### config.mk
export PLATFORM = sky130hd
export DESIGN_NAME = raster_line_irq
export DESIGN_NICKNAME = d
export VERILOG_FILES = /design/src/rtl/rli_pkg.sv /design/src/rtl/rli_line_reg.sv /design/src/rtl/rli_legacy.sv /design/src/rtl/rli_prog_match.sv /design/src/rtl/raster_line_irq.sv
export SDC_FILE = /design/constraint.sdc
export NUM_CORES = 1
export LEC_CHECK = 0
export BUFFER_PORTS_ARGS = -buffer_cell sky130_fd_sc_hd__buf_2
export CORE_MARGIN = 5
export CORE_UTILIZATION = 40
export DETAILED_ROUTE_END_ITERATION = 8
export PLACE_DENSITY = 0.64
export SLEW_MARGIN = 20
export SYNTH_ARGS = -nofsm -noshare
export SYNTH_HDL_FRONTEND = slang
export SYNTH_SLANG_ARGS = --single-unit
### constraint.sdc
create_clock -name clk -period 2 [get_ports clk]
set_clock_uncertainty 0.15 [all_clocks]
set_input_delay 0.3 -clock clk [delete_from_list [all_inputs] [get_ports clk]]
set_output_delay 0.3 -clock clk [all_outputs]
set_load 0.005 [all_outputs]
### src/rtl/rli_pkg.sv
package rli_pkg;
  localparam int LINE_W        = 8;
  localparam int LEGACY_PERIOD = 52;
  typedef logic [LINE_W-1:0] line_t;
endpackage

### src/rtl/rli_line_reg.sv
module rli_line_reg #(
  parameter int LINE_W = rli_pkg::LINE_W
) (
  input  logic              clk,
  input  logic              rst_n,
  input  logic              wr,
  input  logic [LINE_W-1:0] wdata,
  output logic [LINE_W-1:0] line_q,
  output logic              line_nz
);
  always_ff @(posedge clk) begin
    if (!rst_n)  line_q <= '0;
    else if (wr) line_q <= wdata;
  end

  assign line_nz = |line_q;

  // a write lands in the register on the next cycle
  a_r2_write_loads: assert property (@(posedge clk) disable iff (!rst_n)
    wr |=> line_q == $past(wdata));
endmodule

### src/rtl/rli_legacy.sv
module rli_legacy #(
  parameter int PERIOD = rli_pkg::LEGACY_PERIOD
) (
  input  logic clk,
  input  logic rst_n,
  input  logic hs_rise,
  input  logic vsync,
  output logic tick
);
  localparam int CNT_W = (PERIOD > 1) ? $clog2(PERIOD) : 1;
  localparam logic [CNT_W-1:0] LAST = CNT_W'(PERIOD - 1);

  logic [CNT_W-1:0] cnt;

  assign tick = hs_rise && !vsync && (cnt == LAST);

  always_ff @(posedge clk) begin
    if (!rst_n || vsync) cnt <= '0;
    else if (hs_rise)    cnt <= (cnt == LAST) ? '0 : cnt + 1'b1;
  end

  // count never leaves its period
  a_r6_count_bound: assert property (@(posedge clk) disable iff (!rst_n)
    cnt <= LAST);
  // vertical sync restarts the count
  a_r8_vsync_restart: assert property (@(posedge clk) disable iff (!rst_n)
    vsync |=> cnt == '0);
endmodule

### src/rtl/rli_prog_match.sv
module rli_prog_match #(
  parameter int ROW_W  = 6,
  parameter int SCAN_W = 3,
  parameter int LINE_W = rli_pkg::LINE_W
) (
  input  logic              clk,
  input  logic              rst_n,
  input  logic              hsync,
  input  logic [ROW_W-1:0]  row_cnt,
  input  logic [SCAN_W-1:0] scan_cnt,
  input  logic [LINE_W-1:0] line_q,
  output logic              prog_evt
);
  localparam int FULL_W = ROW_W + SCAN_W;

  // row * 2^SCAN_W + scan, keeping the low LINE_W bits
  function automatic logic [LINE_W-1:0] raster_index(
    input logic [ROW_W-1:0] r, input logic [SCAN_W-1:0] s);
    logic [FULL_W-1:0] full;
    full = {r, s};
    return full[LINE_W-1:0];
  endfunction

  logic cond, cond_q;

  assign cond     = hsync && (line_q != '0) &&
                    (raster_index(row_cnt, scan_cnt) == line_q);
  assign prog_evt = cond && !cond_q;

  always_ff @(posedge clk) begin
    if (!rst_n) cond_q <= 1'b0;
    else        cond_q <= cond;
  end

  // an event needs sync high
  a_r4_needs_hsync: assert property (@(posedge clk) disable iff (!rst_n)
    prog_evt |-> hsync);
  // no event two cycles running
  a_r4_edge_only: assert property (@(posedge clk) disable iff (!rst_n)
    prog_evt |=> !prog_evt);
  // zero register disables the compare
  a_r6_zero_disables: assert property (@(posedge clk) disable iff (!rst_n)
    (line_q == '0) |-> !prog_evt);
endmodule

### src/rtl/raster_line_irq.sv
module raster_line_irq #(
  parameter int ROW_W         = 6,
  parameter int SCAN_W        = 3,
  parameter int LINE_W        = rli_pkg::LINE_W,
  parameter int LEGACY_PERIOD = rli_pkg::LEGACY_PERIOD
) (
  input  logic              clk,
  input  logic              rst_n,
  input  logic              hsync,
  input  logic              vsync,
  input  logic [ROW_W-1:0]  row_cnt,
  input  logic [SCAN_W-1:0] scan_cnt,
  input  logic              line_wr,
  input  logic [LINE_W-1:0] line_wdata,
  input  logic              irq_ack,
  input  logic              irq_soft_clr,
  output logic              irq
);
  logic [LINE_W-1:0] line_q;
  logic line_nz, hs_q, hs_rise, legacy_tick, prog_evt, legacy_fire, fire, clr;

  rli_line_reg #(.LINE_W(LINE_W)) u_reg (
    .clk(clk), .rst_n(rst_n), .wr(line_wr), .wdata(line_wdata),
    .line_q(line_q), .line_nz(line_nz));

  always_ff @(posedge clk) begin
    if (!rst_n) hs_q <= 1'b0;
    else        hs_q <= hsync;
  end
  assign hs_rise = hsync && !hs_q;

  rli_legacy #(.PERIOD(LEGACY_PERIOD)) u_legacy (
    .clk(clk), .rst_n(rst_n), .hs_rise(hs_rise), .vsync(vsync),
    .tick(legacy_tick));

  rli_prog_match #(.ROW_W(ROW_W), .SCAN_W(SCAN_W), .LINE_W(LINE_W)) u_match (
    .clk(clk), .rst_n(rst_n), .hsync(hsync), .row_cnt(row_cnt),
    .scan_cnt(scan_cnt), .line_q(line_q), .prog_evt(prog_evt));

  assign legacy_fire = legacy_tick && !line_nz;
  assign fire        = prog_evt || legacy_fire;
  assign clr         = irq_ack || irq_soft_clr;

  always_ff @(posedge clk) begin
    if (!rst_n) irq <= 1'b0;
    else        irq <= fire || (irq && !clr);
  end

  // an event sets the request even against a clear
  a_r9_event_wins: assert property (@(posedge clk) disable iff (!rst_n)
    fire |=> irq);
  // a clear without an event drops the request
  a_r9_clear_drops: assert property (@(posedge clk) disable iff (!rst_n)
    (clr && !fire) |=> !irq);
  // nonzero register, no match event: idle stays idle
  a_r7_legacy_muted: assert property (@(posedge clk) disable iff (!rst_n)
    (!irq && line_nz && !prog_evt) |=> !irq);
endmodule

==> out/qor.csv <==
metric,value,unit
Critical Path Max Stage Delay,0.52,ns
DR DRC count,0,
"wirelength, routed",1440,µm
pwr/cell area,656,nW/µm²
CTS root buffer,clkbuf_4,
synth warn,0,
origin of the critical flop-to-flop path,u_legacy.cnt[0],
fin crit period,1.68,ns
total CTS buffers,3,
Layout fillers,180,
initial DRC count,1,
Worst path top cell family by delay,simple AND/OR/NAND/NOR gates,
startpoint types,register,
Max IR drop VDD,0.400,mV
"commonest non-fill, non-tap cell in the layout",buf_2,
"area leader, netlist",dfxtp_1,
status,completed,
CTS tree,done,
placed cell area,920,µm²
Worst Setup End Kind,register,
post-route cell area,946,µm²
unrepaired setup endpoints after global routing,false,
Post-Syn Nets,104,
vias per inst,4.56,
die width,54.1,µm
Util after Layout,49.7,%
worst hold-check path type,in -> reg,
Reg2Reg Capture Point,irq,
all-layer global routing usage,12.4,%
Post-CTS Hold Buffers,0,
maximum clock path buffer count,2,
area grow syn2layout,21.3,%
post-DP HPWL,1160,µm
diode count,0,
Yosys top cell area share,43.7,%
die height,54.1,µm
Sink Count,17,
Reg area,340,µm²
Worst-path clk slew,0.09,ns
critical path's slowest cell,or4_1,
"top cells by area, synth","dfxtp_1, mux2i_1, xnor2_1",
asr flop ratio synth,0,%
sw frac,23.3,%
Switch Pwr,145,µW
Least-Margin Pin Slew,0.448,ns
"EDFF count, synth",0,
Max Cap Viol,0,
share of power burned in registers,58.2,%
clk_lat worst skew,0.28,ns
combinational share of power,13.3,%
post-synthesis cell area,779,µm²
Tcrit/Tclk final,84.1,%
worst setup path end,irq,
Fin Setup TNS,0,ns
CP Class,reg -> reg,
Max Clk Rate,0.594,GHz
relative slew slack,70.0,%
maximum number of pins on one net before global-route repair,12,
final setup fails,0,
P_leak,0.000401,µW
Initial Utilization,41.0,%
synthesized instance count,79,
first-pass GRT wire length,2590,µm
Post-DRT Antenna Nets,0,
Post-layout nets,130,
GRT Residual Overflow,0,
Levels on crit path,5,
Yosys reg bits,17,
count of cell types in the netlist,22,
Reg2Reg Depth,5,
crit path cell chain,ha_1 -> nand3b_1 -> or4_1 -> o21ai_0 -> a21o_1,
"non-filler cells, final",131,
drt pass-1 iters,3,
crit path DAT,1.77,ns
top_reg_cell synth,dfxtp_1,
"Seq/Total Area, Yosys",43.7,%
Core Area,1900,µm²
vias in the first global route,632,
H-tree levels,1,
CP max FO,3,
CTS resizes,0,
Die ar.,2930,µm²
Int Power,476,µW
FP Rows,16,
Worst Hold Slack,0.116,ns
Post-Place Cells,127,
Vias,597,
share of layout cells above drive strength 1,26.0,%
GP Congestion,0.697,
Worst EP required,2.08,ns
clock share of power,28.6,%
Top Ports,25,
Final Max Tran Viols,0,
R2R setup slack,0.32,ns
initial antenna violation count,0,
port bufs,23,
most frequent cells in the layout,"buf_2, dfxtp_1, nor2b_1",
"Avg Cell Area, Syn",9.87,µm²
Avg WL per Cell,11.0,µm
area of the multi-input gates,427,µm²
Critical Path Source,u_legacy.cnt[0],
Setup Buffers After CTS,0,
Buf/Inv on CP,0,
Final Hold Viols,0,
-- power groups by stage --
stage               clock [µW]  sequential [µW]  combinational [µW]
detailed placement           0              369                83.0
finish                     177              361                82.4
global placement             0              369                81.1
CTS                        187              361                83.6
global route               204              363                92.6
floorplan                    0              367                53.5
-- registers in the layout (all words and copies together) (netlist names) --
signal / cells
u_reg.line_q: 8
u_legacy.cnt: 6
hs_q: 1
irq: 1
u_match.cond_q: 1
-- how the worst min path moves through the flow --
stage	start	to	slack, ns	cells after the start
final	hsync	hs_q	0.12	2
after global routing	line_wdata[3]	u_reg.line_q[3]	0.12	3
after CTS	line_wdata[3]	u_reg.line_q[3]	0.11	3
after detailed placement	u_match.cond_q	irq	0.30	2
after global placement	u_match.cond_q	irq	0.29	2
after floorplan	u_match.cond_q	irq	0.28	2
-- layout make-up --
type                            instances  area share [%]
Clock buffer                            4            2.78
Inverter                                1           0.397
Multi-Input combinational cell         59            45.1
Sequential cell                        17            36.0
Tap cell                               27            3.57
Timing Repair Buffer                   23            12.2
-- kinds of logic after synthesis --
kind of cell | after synthesis | synth area share (%)
XOR/XNOR | 13 | 15.6
buffers and inverters | 3 | 1.60
flip-flops | 17 | 43.7
multiplexers | 9 | 11.6
AND/OR/NAND/NOR | 33 | 23.1
adder cells (fa/ha/maj) | 1 | 1.60
AO/OA/AOI/OAI | 3 | 2.89
-- per-layer routing --
layer / global-route usage, % / up-vias / share of wire [%]
met1: 13.7 / 262 / 44
met2: 21.5 / 15 / 49
li1: - / 318 / -
met4: 1.24 / 0 / 0.84
met5: 0 / - / 0
met3: 6.65 / 2 / 6.1
-- through the flow --
step                      power [µW]  worst slack, ns
after floorplan                  420            0.463
after global placement           450            0.324
after detailed placement         452            0.335
after CTS                        632            0.307
after global routing             660            0.190
final                            621            0.318
-- synth_stat cells (2+ instances only) --
| library cell | instances |
|---|---|
| dfxtp_1 | 17 |
| nand3_1 | 3 |
| nor2b_1 | 11 |
| xor2_1 | 4 |
| nor2_1 | 6 |
| nor4_1 | 2 |
| mux2i_1 | 9 |
| nand4_1 | 3 |
| nand2_1 | 4 |
| xnor2_1 | 8 |
No activity file was read; power rests on OpenSTA's default activity.
